==> config.mk <==
export PLATFORM = sky130hd
export DESIGN_NAME = flux_window_ready
export DESIGN_NICKNAME = d
export VERILOG_FILES = /design/src/rtl/flux_pkg.sv /design/src/rtl/flux_sync_edge.sv /design/src/rtl/flux_bit_window.sv /design/src/rtl/flux_tick_gen.sv /design/src/rtl/flux_speed_qual.sv /design/src/rtl/flux_window_ready.sv
export SDC_FILE = /design/constraint.sdc
export NUM_CORES = 1
export LEC_CHECK = 0
export ABC_CLOCK_PERIOD_IN_PS = 2200
export BUFFER_PORTS_ARGS = -buffer_cell sky130_fd_sc_hd__buf_2
export CAP_MARGIN = 25
export CELL_PAD_IN_SITES_DETAIL_PLACEMENT = 0
export CELL_PAD_IN_SITES_GLOBAL_PLACEMENT = 1
export CORE_ASPECT_RATIO = 1.5
export CORE_UTILIZATION = 41
export DETAILED_ROUTE_END_ITERATION = 10
export HOLD_SLACK_MARGIN = 0.15
export MAX_ROUTING_LAYER = met4
export PLACE_DENSITY_LB_ADDON = 0.08
export SETUP_SLACK_MARGIN = 0.5
export SLEW_MARGIN = 0
export SYNTH_ARGS = -nofsm -noshare
export SYNTH_HDL_FRONTEND = slang
export SYNTH_SLANG_ARGS = --single-unit
export TNS_END_PERCENT = 50
==> constraint.sdc <==
create_clock -name clk -period 2.2 [get_ports clk]
set_clock_uncertainty 0.2 [all_clocks]
set_input_delay 0 -clock clk [delete_from_list [all_inputs] [get_ports clk]]
set_output_delay 0 -clock clk [all_outputs]
set_load 0.02 [all_outputs]
==> src/rtl/flux_pkg.sv <==
// Shared types for the read window and ready qualifier.
// Assumes: nothing beyond IEEE 1800-2017.
package flux_pkg;

    // Stages of the ready qualification sequence
    typedef enum logic [1:0] {
        QS_IDLE  = 2'd0,   // no good revolution seen yet
        QS_ARMED = 2'd1,   // one good index interval seen
        QS_READY = 2'd2    // two consecutive good intervals: ready
    } qual_state_t;

endpackage

==> src/rtl/flux_sync_edge.sv <==
// Synchroniser plus rising-edge detector for an asynchronous pulse input.
// Assumes: the input stays high for at least one clock period and low
// for at least one clock period between pulses.
// rise is high for one cycle, STAGES cycles after the input is sampled.
module flux_sync_edge #(
    parameter int STAGES = 2
) (
    input  logic clk,
    input  logic rst_n,
    input  logic din,
    output logic rise
);

    logic [STAGES:0] chain;

    // shift the raw input through the synchroniser and one history flop
    always_ff @(posedge clk) begin
        if (!rst_n) begin
            chain <= '0;
        end else begin
            chain <= {chain[STAGES-1:0], din};
        end
    end

    // a rising edge is a new 1 behind an old 0
    always_comb begin
        rise = chain[STAGES-1] & ~chain[STAGES];
    end

endmodule

==> src/rtl/flux_bit_window.sv <==
// Bit-interval timer and window latch.
// A read event closes the window and restarts the timer. The window
// opens again after WIN_CYCLES clock edges with no further event.
// Assumes: rd_evt is a single-cycle pulse synchronous to clk.
module flux_bit_window #(
    parameter int WIN_CYCLES = 104
) (
    input  logic clk,
    input  logic rst_n,
    input  logic rd_evt,
    output logic window
);

    localparam int CW = $clog2(WIN_CYCLES + 1);
    localparam logic [CW-1:0] LAST = CW'(WIN_CYCLES - 1);

    logic [CW-1:0] cnt;

    // close on a pulse, count while closed, open when the count runs out
    always_ff @(posedge clk) begin
        if (!rst_n) begin
            window <= 1'b1;
            cnt    <= '0;
        end else if (rd_evt) begin
            window <= 1'b0;
            cnt    <= '0;
        end else if (!window) begin
            if (cnt == LAST) begin
                window <= 1'b1;
            end else begin
                cnt <= cnt + 1'b1;
            end
        end
    end

endmodule

==> src/rtl/flux_tick_gen.sv <==
// Prescaler that makes one enable tick every CLK_PER_TICK clocks while
// enabled. Held at zero while disabled, so timing starts cleanly.
// Assumes: CLK_PER_TICK >= 2.
module flux_tick_gen #(
    parameter int CLK_PER_TICK = 13
) (
    input  logic clk,
    input  logic rst_n,
    input  logic en,
    output logic tick
);

    localparam int PW = $clog2(CLK_PER_TICK);
    localparam logic [PW-1:0] LAST = PW'(CLK_PER_TICK - 1);

    logic [PW-1:0] pre;

    // count clocks modulo CLK_PER_TICK while enabled
    always_ff @(posedge clk) begin
        if (!rst_n || !en) begin
            pre <= '0;
        end else if (pre == LAST) begin
            pre <= '0;
        end else begin
            pre <= pre + 1'b1;
        end
    end

    // tick on the last count of each period
    always_comb begin
        tick = en && (pre == LAST);
    end

endmodule

==> src/rtl/flux_speed_qual.sv <==
// Index interval timer and ready qualification sequence.
// The counter counts ticks and stops once its top bit sets (too slow).
// An index pulse clears the counter after its state has been sampled.
// Two consecutive index pulses without overflow give ready.
// Any overflow, or motor off, restarts the sequence.
// Assumes: idx_evt and tick are single-cycle pulses synchronous to clk.
module flux_speed_qual
    import flux_pkg::*;
#(
    parameter int IDX_BITS = 19
) (
    input  logic clk,
    input  logic rst_n,
    input  logic motor_on,
    input  logic tick,
    input  logic idx_evt,
    output logic too_slow,
    output logic ready_n
);

    logic [IDX_BITS-1:0] icnt;
    logic                ovf_evt;
    qual_state_t         state;

    assign too_slow = icnt[IDX_BITS-1];

    // overflow happens on the tick that carries into the top bit
    always_comb begin
        ovf_evt = tick && !too_slow && (&icnt[IDX_BITS-2:0]);
    end

    // interval counter: clear on index or motor off, stop once saturated
    always_ff @(posedge clk) begin
        if (!rst_n || !motor_on) begin
            icnt <= '0;
        end else if (idx_evt) begin
            icnt <= '0;
        end else if (tick && !too_slow) begin
            icnt <= icnt + 1'b1;
        end
    end

    // qualification sequence: advance on good index, restart on overflow
    always_ff @(posedge clk) begin
        if (!rst_n || !motor_on) begin
            state <= QS_IDLE;
        end else if (ovf_evt) begin
            state <= QS_IDLE;
        end else if (idx_evt) begin
            if (too_slow) begin
                state <= QS_IDLE;
            end else begin
                case (state)
                    QS_IDLE:  state <= QS_ARMED;
                    QS_ARMED: state <= QS_READY;
                    default:  state <= QS_READY;
                endcase
            end
        end
    end

    // ready only in the final stage
    always_comb begin
        ready_n = (state != QS_READY);
    end

endmodule

==> src/rtl/flux_window_ready.sv <==
// Top level: read-data window and drive-ready qualifier.
// Assumes: rd_data and index_in are asynchronous. motor_on is
// synchronous to clk. The latency figures in the brief hold for
// SYNC_STAGES = 2.
module flux_window_ready #(
    parameter int WIN_CYCLES   = 104,
    parameter int CLK_PER_TICK = 13,
    parameter int IDX_BITS     = 19,
    parameter int SYNC_STAGES  = 2
) (
    input  logic clk,
    input  logic rst_n,
    input  logic rd_data,
    input  logic index_in,
    input  logic motor_on,
    output logic data_window,
    output logic ready_n,
    output logic too_slow
);

    logic rd_evt;
    logic idx_evt;
    logic tick;

    flux_sync_edge #(.STAGES(SYNC_STAGES)) u_rd_sync (
        .clk(clk), .rst_n(rst_n), .din(rd_data), .rise(rd_evt)
    );

    flux_sync_edge #(.STAGES(SYNC_STAGES)) u_idx_sync (
        .clk(clk), .rst_n(rst_n), .din(index_in), .rise(idx_evt)
    );

    flux_bit_window #(.WIN_CYCLES(WIN_CYCLES)) u_window (
        .clk(clk), .rst_n(rst_n), .rd_evt(rd_evt), .window(data_window)
    );

    flux_tick_gen #(.CLK_PER_TICK(CLK_PER_TICK)) u_tick (
        .clk(clk), .rst_n(rst_n), .en(motor_on), .tick(tick)
    );

    flux_speed_qual #(.IDX_BITS(IDX_BITS)) u_qual (
        .clk(clk), .rst_n(rst_n), .motor_on(motor_on), .tick(tick),
        .idx_evt(idx_evt), .too_slow(too_slow), .ready_n(ready_n)
    );

endmodule

After elaboration in Yosys (flattened, before gate mapping)
Cells that the tools add are included.
{ "totals": {"out_inout_bits": 3, "register_bits": 39, "inputBits": 5, "elab_cells": 39} }
{ "op_classes": {"n_eq_ne": 3, "n_reduce_logical": 14, "n_bitwise": 7, "addsub": 3, "mux": 5} }
{ "ops": {"columns": ["cell", "n"], "rows": [
  ["19-bit by 1-bit adder with 19-bit output, second input constant", 1],
  ["18-bit AND reduction", 1],
  ["2-bit OR reduction", 4],
  ["7-bit by 1-bit adder with 7-bit output, second input constant", 1],
  ["7-bit equality test, second input constant", 1],
  ["1-bit inverter", 5],
  ["4-bit by 1-bit adder with 4-bit output, second input constant", 1],
  ["4-bit equality test, second input constant", 1],
  ["2-bit 2-to-1 mux", 2],
  ["1-bit logical AND", 3],
  ["1-bit zero test", 3],
  ["1-bit 2-to-1 mux", 3],
  ["1-bit AND", 2],
  ["2-bit zero test", 1],
  ["2-bit inequality test, second input constant", 1],
  ["2-bit AND reduction", 1],
  ["1-bit logical OR", 1]
]} }

Logic depth before layout (Yosys ltp)
Gate-level depths: netlist of the first run.
{ "depth": {"word_depth": 5, "mapped_depth": 7, "mapped_depth_nobuf": 6} }

Hierarchy
A second synthesis of the first run with hierarchy kept.
{ "unflattened": {"cells_unflattened": 184, "area_unflattened_um2": 1669.1} }
{ "modules_own_cells": {"columns": ["module", "area_per_inst_um2", "n_inst", "cells_per_inst", "seq_area_each_um2"], "rows": [
  ["flux_speed_qual", 929.6, 1, 108, 420.4],
  ["flux_bit_window", 375.4, 1, 42, 160.2],
  ["flux_sync_edge", 92.6, 2, 7, 60.1],
  ["flux_tick_gen", 178.9, 1, 20, 80.1]
]} }

Least setup slack after synthesis of the first run
Ideal clock, no wire load.
{ "synth_path": {"path_kind": "reg2reg", "from": "reg u_tick.pre[0]", "to": "reg u_qual.icnt[14]", "path_stages_with_launch": 8, "required_time_ps": 1926, "setup_time_ps": 74, "path_buffers": 1, "arrival_time_ps": 1774, "slack_ps": 152, "period_less_slack_ps": 2048, "cell_sequence": "dfxtp_1 inv_1 ha_1 nand3_2 or3_1 buf_2 or4_1 a21oi_1"} }
{ "synth_between": {"elab_chain_len": 3} }
{ "synth_lines": {"columns": ["element", "line_no", "rtl"], "rows": [
  ["start: declaration", "flux_tick_gen.sv:16", "logic [PW-1:0] pre;"],
  ["start signal: assignment", "flux_tick_gen.sv:25", "pre <= pre + 1'b1;"],
  ["4-bit equality test", "flux_tick_gen.sv:31", "tick = en && (pre == LAST);"],
  ["1-bit logical AND", "flux_tick_gen.sv:31", null],
  ["1-bit logical AND", "flux_speed_qual.sv:38", "end else if (tick && !too_slow) begin"],
  ["end signal: assignment", "flux_speed_qual.sv:39", "icnt <= icnt + 1'b1;"],
  ["end: declaration", "flux_speed_qual.sv:21", "logic [IDX_BITS-1:0] icnt;"]
]} }
Every way passes these cells.
A chain may end at the register's enable or synchronous reset.

Final worst setup path of the first run
{ "layout_path": {"from": "reg u_tick.pre[1]", "to": "reg u_qual.icnt[14]"} }
The elaborated chain is that of the path after synthesis.

==> reports/metrics.csv, run 1 <==
metric,value,unit
netlist_area,0.00166,mm2
hp-start,motor_on,
worst_hold_slack,-101,ps
nNetsFinal,221,
synthTopCellsByCount,"39 x dfxtp_1, 18 x nor2_1, 14 x a21oi_1, 10 x xnor2_1, 9 x inv_1",
tightest_slew,448,ps
port-buffer-count,7,
outcome,finished with violations,
hold_depth,3,
yosys.cell_types.count,33,
min_period_over_period,86.6,%
cp-start-kind,register,
p_per_area,697,mW/mm2
regToRegEndpoint,u_qual.icnt[14],
drt-total-wl,3.19,mm
antenna_found_initial,0,
violations,negative hold slack,
seq_area_frac_synth,47.1,%
maxSlewHeadroom,70.0,%
grt_remaining_overflow,0,
setup_violations,0,
final_area,0.00214,mm2
die_h,79.9,um
holdPathEnd,u_tick.pre[1],
ant_nets,0,
syn_to_final_growth,29.1,%
critPathMaxStageDelay,490,ps
setup.worst_path.end_class,register,
hold_path.class,primary input to register,
cts_max_path_buffers,2,
report.final.hold_viol_count,6,
synth_seq_cells,39,
clock_tree.root_cell,clkbuf_8,
cp_cell_sequence,inv_2 > ha_4 > nand3_4 > or3_4 > or4_4 > a21oi_2,
place_inst,231,
rsz0062_at_grt,yes,
io-pin-count,8,
clock_latency,290,ps
n_antenna_cell,0,
vias,1343,
routabilityCongestion,0.782,
r2r_start,u_tick.pre[1],
synth.most_common_cell,dfxtp_1,
path_clk_slew,80,ps
synth_ff_type,dfxtp_1,
instances_no_fill,258,
setup_tns,0,ps
drtIter0Drc,20,
clock_sinks,39,
htreeDepth,2,
cts_tree,yes,
cp_data_required_time,2220,ps
ys_top_cells_by_area,"dfxtp_1 47%, xnor2_1 5.3%, a21oi_1 4.2%, nor2_1 4.1%, and2_1 3.0%",
die_w,53.9,um
async_reset_ff_share,0,%
path_class,register to register,
die_area,0.00431,mm2
period_minus_slack,1910,ps
cp.arrival,1930,ps
max_cap_violations,0,
placed_area,0.00179,mm2
syn_inst,181,
synth_edf_count,0,
r2r_cells,6,
numCtsBuffers,5,
start_util,42.3,%
slowest_stage,or4_4,
syn_avg_cell_area,9.16,um2
synth_top_area_share,47.1,%
grt_max_degree,14,
synth_top_cell_by_area,dfxtp_1,
place_hpwl,2.07,mm
core,0.00392,mm2
vias_per_cell,5.21,
syn_nets,190,
track_usage,16.9,%
synth_warnings,0,
p_leak,0.758,nW
irDropWorstVdd,0.601,mV
reg2reg_slack,290,ps
dr.pass1.iters,3,
drive_above_1_share,23.5,%
crit_fanout,7,
finalMaxSlewViolations,0,
grt_pass1_wl,5.13,mm
drt-wirelength-per-cell,12.4,um
grt_pass1_vias,1209,
fp-row-count,28,
drc_errors,0,
max_freq,525,MHz
[worst max-delay path by stage]
stage                        from              end  slack, ps  cells past startpoint
floorplan           u_tick.pre[1]  u_qual.icnt[16]        230                      7
global placement    u_tick.pre[1]  u_qual.icnt[16]        180                      6
detailed placement  u_tick.pre[1]  u_qual.state[1]        130                      6
CTS                 u_tick.pre[0]  u_qual.icnt[16]        240                      6
global route        u_tick.pre[1]  u_qual.icnt[14]        240                      6
finish              u_tick.pre[1]  u_qual.icnt[14]        290                      6
[cells in the final DEF (no fill, tap or decap), drive strengths merged, types with 7 or more instances in the layout]
cell / count
o21ai: 7
and2: 8
or3: 7
xnor2: 10
a21oi: 14
nor2: 18
inv: 9
dfxtp: 39
buf: 19
nand3: 9
dlygate4sd3: 10
[flip-flops by register name, summed over array words and instances, names as in the netlist]
| register | count |
|---|---|
| u_qual.state | 2 |
| u_window.cnt | 7 |
| u_window.window | 1 |
| u_qual.icnt | 19 |
| u_tick.pre | 4 |
| u_rd_sync.chain | 3 |
| u_idx_sync.chain | 3 |
[routing by layer]
metal | track usage, % | wire length (um)
met2 | 25.6 | 1600
met3 | 4.00 | 54
met4 | 8.68 | 21
met1 | 20.1 | 1510
met5 | - | 0
[worst max-delay path, delay by kind of cell (launching register included)]
kind | cells | cell delay (ps)
AOI/OAI and AO/OA | 1 | 140
adders and majority gates | 1 | 140
buffers and inverters | 1 | 60
DFF | 1 | 330
and+or+nand+nor | 3 | 970
[final cells by class]
class                   instances  area (um2)
clock buffers                   5        68.8
clock inverters                 3        67.6
fillers                       381        1780
inverters                       9        33.8
multi-input cells             128         900
flip-flops and latches         39         790
well taps                      45        56.3
repair buffers                 29         225
[kinds of logic after synthesis]
group | Yosys count | share of synthesized area (%)
simple gates | 78 | 27.4
flops | 39 | 47.1
compound gates | 30 | 10.6
xor+xnor | 14 | 7.40
buf+inv | 14 | 3.24
fa+ha+maj | 4 | 3.02
mux | 2 | 1.21
[through the flow]
stage	setup WS, ps	utilization [%]	power [mW]
6_report	294	54.6	1.49
3_3_place_gp	182	45.6	0.779
5_1_grt	245	54.6	1.55
4_1_cts	244	52.9	1.51
2_1_floorplan	226	-	0.766
3_5_place_dp	134	45.6	0.781
[report_power, final]
group          switching (mW)  internal, mW
clock network           0.260         0.452
registers             0.00604         0.714
logic                  0.0302        0.0293
total                   0.296          1.20
[what timing repair did]
item                                    in CTS  in global routing
pin swaps                                    7                  8
hold endpoints to repair                    32                 23
setup buffers                                5                  4
hold buffers                                 9                  1
endpoints found under the setup margin      13                 17
resized for setup                            4                  8
Power figures use the tool's default switching activity.
==> run 2: changes to the inputs <==
BUFFER_PORTS_ARGS = unset   (was -buffer_cell sky130_fd_sc_hd__buf_2)
CORE_UTILIZATION = 43   (was 41)
DONT_BUFFER_PORTS = 1   (was unset)
RECOVER_POWER = 50   (was unset)
==> run 2 against run 1 <==
Compared with the run above: the flow now finishes without violations; die area is 4.5% lower; critical path depth unchanged; utilization is 0.45 points higher.
==> reports/metrics.csv, run 2 (synthesis gave the netlist of run 1 again) <==
metric,value,unit,change
setup.worst_path.end_class,register,,
busiest_layer,met2,,
tightest_slew,418,ps,-30.2 ps
max_cap_violations,0,,unchanged
hp-start,rst_n,,
place_hpwl,2.09,mm,+1.3%
drc_errors,0,,unchanged
io-pin-count,8,,unchanged
hold_depth,2,,-1
core,0.00368,mm2,-6.2%
rsz0062_at_grt,yes,,
dr.pass1.iters,4,,+1
grt_remaining_overflow,0,,unchanged
min_period_over_period,90.6,%,+3.9 points
irDropWorstVdd,0.612,mV,+1.8%
die_w,52.7,um,-2.3%
grt_pass1_vias,1234,,+2.1%
final_common_cell,dfxtp_1,,
max_freq,502,MHz,-4.3%
cp.buffers_inverters,1,,unchanged
antenna_found_initial,0,,unchanged
finalMaxSlewViolations,0,,unchanged
p_per_area,670,mW/mm2,-3.8%
cp-start-kind,register,,
r2r_start,u_tick.pre[0],,
reg_top3,"u_qual.icnt: 19 flops, u_window.cnt: 7 flops, u_tick.pre: 4 flops",,
slowest_stage,or4_4,,
period_minus_slack,1990,ps,+86.3 ps
die_h,78.0,um,-2.3%
start_util,45.0,%,+2.8 points
regToRegEndpoint,u_qual.icnt[16],,
hold_path.class,primary input to register,,
path_delay_family,simple AND/OR/NAND/NOR gates,,
track_usage,17.9,%,+1.0 points
met2_usage,28.7,%,+3.2 points
setup_violations,0,,unchanged
drtIter0Drc,32,,+60%
drt-wirelength-per-cell,12.8,um,+3.8%
top_register,u_qual.icnt,,
drive_above_1_share,15.8,%,-7.6 points
syn_to_final_growth,22.2,%,
die_area,0.00411,mm2,-4.5%
cp_cell_sequence,clkinv_1 > ha_1 > nand3_4 > or3_4 > or4_4 > a21oi_2,,
use_met3,4.46,%,+0.46 points
cp.arrival,2030,ps,+100 ps
crit_fanout,7,,unchanged
report.final.hold_viol_count,0,,-6
clock_tree.root_cell,clkbuf_8,,
layout_common_cells,"35 x dfxtp_1, 18 x nor2_1, 13 x a21oi_1",,
n_antenna_cell,0,,unchanged
nNetsFinal,210,,-5.0%
gr-usage-met1,20.5,%,+0.37 points
vias,1335,,-0.60%
routabilityCongestion,0.742,,-5.2%
drt-total-wl,3.14,mm,-1.4%
final_area,0.00203,mm2,-5.4%
largest_register_ffs,19,,unchanged
cts_max_path_buffers,2,,unchanged
setup_tns,0,ps,unchanged
grt_max_degree,17,,+3
maxSlewHeadroom,71.9,%,+1.8 points
clock_latency,290,ps,about the same
grt_pass1_wl,5.37,mm,+4.6%
cts_tree,yes,,
reg2reg_slack,210,ps,-90 ps
fp-row-count,27,,-3.6%
cp_data_required_time,2230,ps,about the same
numCtsBuffers,5,,unchanged
outcome,"finished, final reports clean",,
clock_sinks,39,,unchanged
vias_per_cell,5.45,,+4.7%
path_clk_slew,80,ps,about the same
p_leak,0.694,nW,-8.4%
ant_nets,0,,unchanged
path_class,register to register,,
critPathMaxStageDelay,550,ps,+60 ps
placed_area,0.00175,mm2,-2.1%
fillCellCount,345,,-9.4%
port-buffer-count,0,,-7
r2r_cells,6,,unchanged
holdPathEnd,u_rd_sync.chain[1],,
htreeDepth,2,,unchanged
## run 2: per-layer routing
layer	vias up	wire (um)
li1	679	-
met1	632	1400
met2	16	1570
met3	8	92
met4	0	77
met5	-	0
## run 2: worst max-delay path by stage
stage | slack (ps) | cells after the start | to | startpoint
finish | 210 | 6 | u_qual.icnt[16] | u_tick.pre[0]
global route | 130 | 6 | u_qual.icnt[16] | u_tick.pre[1]
CTS | 260 | 6 | u_qual.icnt[16] | u_tick.pre[0]
detailed placement | 60 | 6 | u_qual.state[1] | u_tick.pre[1]
global placement | 190 | 6 | u_qual.icnt[16] | u_tick.pre[1]
floorplan | 230 | 7 | u_qual.icnt[16] | u_tick.pre[1]
## run 2: timing repair
action,4_1_cts,5_1_grt
setup buffers,6,1
hold buffers,8,0
pin swaps,9,7
endpoints found under the hold margin,39,0
gates resized for setup,3,10
endpoints found under the setup margin,14,19
## run 2: stage by stage
step / hold WS (ps) / instances / utilization, % / total power [mW] / worst slack [ps]
4_1_cts: 151 / 244 / 54.6 / 1.39 / 263
5_1_grt: 161 / 245 / 55.0 / 1.41 / 125
6_report: 159 / 245 / 55.0 / 1.36 / 208
3_5_place_dp: -114 / 222 / 47.6 / 0.773 / 64.0
3_3_place_gp: -113 / 222 / 47.6 / 0.771 / 193
2_1_floorplan: -72.7 / 181 / - / 0.766 / 226
## run 2: cell type report
class	instances	area, um2	area share [%]
well taps	43	53.8	2.66
multi-input cells	128	885	43.7
inverters	9	33.8	1.67
clock inverters	3	43.8	2.16
flip-flops and latches	39	793	39.2
repair buffers	18	148	7.29
clock buffers	5	68.8	3.40
## run 2: report_power, final
part	total, mW	leakage, nW	internal (mW)	switching (mW)
clock network	0.593	0.0581	0.338	0.256
registers	0.717	0.319	0.710	0.00686
logic	0.0479	0.318	0.0224	0.0255
total	1.36	0.694	1.07	0.288
## run 2: worst reg2reg max path, cell delays in order, from the launching register on
cell and delay (ps):
dfxtp_1 320, clkinv_1 40, ha_1 210, nand3_4 90, or3_4 410, or4_4 550
a21oi_2 120
==> run 3: changes to the inputs <==
RECOVER_POWER = unset   (was 50)
==> run 3 against run 2 <==
Compared with the run above: clock power is essentially flat; first-iteration DRC count grew 3.1%; power grew 0.23%; worst hold slack is essentially flat; critical endpoint unchanged; largest power group unchanged.
==> reports/metrics.csv, run 3 (synthesis gave the netlist of run 1 again) <==
metric,value,unit,change
die_area,0.00411,mm2,unchanged
drtIter0Drc,33,,+3.1%
nNetsFinal,210,,unchanged
path_delay_family,simple AND/OR/NAND/NOR gates,,
drc_errors,0,,unchanged
p_per_area,665,mW/mm2,-0.87%
die_w,52.7,um,unchanged
n_antenna_cell,0,,unchanged
io-pin-count,8,,unchanged
path_class,register to register,,
reg_top3,"u_qual.icnt: 19 flops, u_window.cnt: 7 flops, u_tick.pre: 4 flops",,
place_hpwl,2.09,mm,unchanged
slowest_stage,or4_4,,
layout_common_cells,"33 x dfxtp_1, 18 x nor2_1, 13 x a21oi_1",,
critPathMaxStageDelay,550,ps,about the same
htreeDepth,2,,unchanged
fp-row-count,27,,unchanged
grt_max_degree,17,,unchanged
vias_per_cell,5.43,,-0.37%
start_util,45.0,%,unchanged
cts_tree,yes,,
max_cap_violations,0,,unchanged
grt_pass1_vias,1234,,unchanged
path_clk_slew,80,ps,about the same
final_common_cell,dfxtp_1,,
p_leak,0.706,nW,+1.7%
clock_sinks,39,,unchanged
fin_util,55.6,%,+0.61 points
port-buffer-count,0,,unchanged
clock_tree.root_cell,clkbuf_8,,
maxSlewHeadroom,71.8,%,-0.11 points
setup_tns,0,ps,unchanged
track_usage,17.9,%,unchanged
max_freq,515,MHz,+2.7%
finalMaxSlewViolations,0,,unchanged
clock_latency,290,ps,about the same
cp.arrival,1980,ps,-50 ps
hold_path.class,primary input to register,,
numCtsBuffers,5,,unchanged
routabilityCongestion,0.742,,unchanged
ant_nets,0,,unchanged
cp_data_required_time,2230,ps,about the same
antenna_found_initial,0,,unchanged
report.final.hold_viol_count,0,,unchanged
vias,1330,,-0.37%
cp.buffers_inverters,0,,-1
largest_register_ffs,19,,unchanged
place_inst,222,,unchanged
core,0.00368,mm2,unchanged
outcome,"finished, final reports clean",,
die_h,78.0,um,unchanged
tightest_slew,420,ps,+1.57 ps
rsz0062_at_grt,yes,,
cp-start-kind,register,,
cts_max_path_buffers,2,,unchanged
drt-wirelength-per-cell,12.8,um,about the same
setup.worst_path.end_class,register,,
instances_no_fill,245,,unchanged
dr.pass1.iters,4,,unchanged
min_period_over_period,88.2,%,-2.4 points
setup_violations,0,,unchanged
irDropWorstVdd,0.612,mV,about the same
grt_pass1_wl,5.37,mm,unchanged
top_register,u_qual.icnt,,
crit_fanout,7,,unchanged
grt_remaining_overflow,0,,unchanged
drt-total-wl,3.14,mm,about the same
cp_cell_sequence,ha_4 > nand3b_4 > or3_4 > or4_4 > a21oi_2,,
syn_to_final_growth,23.5,%,
drive_above_1_share,19.3,%,+3.5 points
period_minus_slack,1940,ps,-52.2 ps
-- run 3: cell count changes in the layout (fill, tap and decap cells not counted) --
| cell | previous run | this run |
|---|---|---|
| and2_0 | 2 | 0 |
| and2_1 | 6 | 8 |
| buf_4 | 8 | 10 |
| clkbuf_1 | 2 | 0 |
| clkinv_1 | 2 | 0 |
| dfxtp_1 | 35 | 33 |
| dfxtp_2 | 1 | 3 |
| ha_1 | 3 | 2 |
| ha_4 | 1 | 2 |
| inv_2 | 0 | 2 |
-- run 3: metrics by stage --
stage,setup slack [ps],total power [mW],cell area [um2],hold slack [ps]
after floorplan,226,0.766,1700,-72.7
after global routing,198,1.42,2050,161
after global placement,193,0.771,1750,-113
after detailed placement,64.0,0.773,1750,-114
after CTS,263,1.39,2010,151
final,260,1.36,2050,159
-- run 3: cell type report --
| cell class | count | area, um2 |
|---|---|---|
| well taps | 43 | 53.8 |
| multi-input cells | 128 | 897 |
| inverters | 9 | 33.8 |
| repair buffers | 18 | 155 |
| flip-flops and latches | 39 | 796 |
| clock inverters | 3 | 43.8 |
| fillers | 341 | 1630 |
| clock buffers | 5 | 68.8 |
-- run 3: what timing repair did --
item,4_1_cts,5_1_grt
resized for setup,3,10
endpoints found under the hold margin,39,0
pin swaps,9,7
setup endpoints to repair,14,19
hold buffers,8,0
setup buffers,6,1
-- run 3: power by group --
group,switching [mW],leakage (nW),total (mW),internal [mW]
combinational,0.0262,0.328,0.0504,0.0242
sequential,0.00706,0.319,0.718,0.711
clock,0.256,0.0581,0.593,0.338
total,0.289,0.706,1.36,1.07
-- run 3: final timing paths --
kind | startpoint | endpoint | slack, ps | cells after the start
max | u_qual.icnt[0] | u_qual.icnt[16] | 260 | 5
min reg2reg | u_qual.icnt[17] | u_qual.icnt[17] | 280 | 2
min | rst_n | u_rd_sync.chain[1] | 160 | 2
max reg2reg | u_qual.icnt[0] | u_qual.icnt[16] | 260 | 5
-- run 3: per-layer routing --
metal | vias to the layer above | GRT usage, % | share of wire, %
li1 | 678 | - | -
met1 | 628 | 20.5 | 45
met4 | 0 | 7.89 | 2.4
met5 | - | - | 0
met3 | 8 | 4.46 | 2.9
met2 | 16 | 28.7 | 50
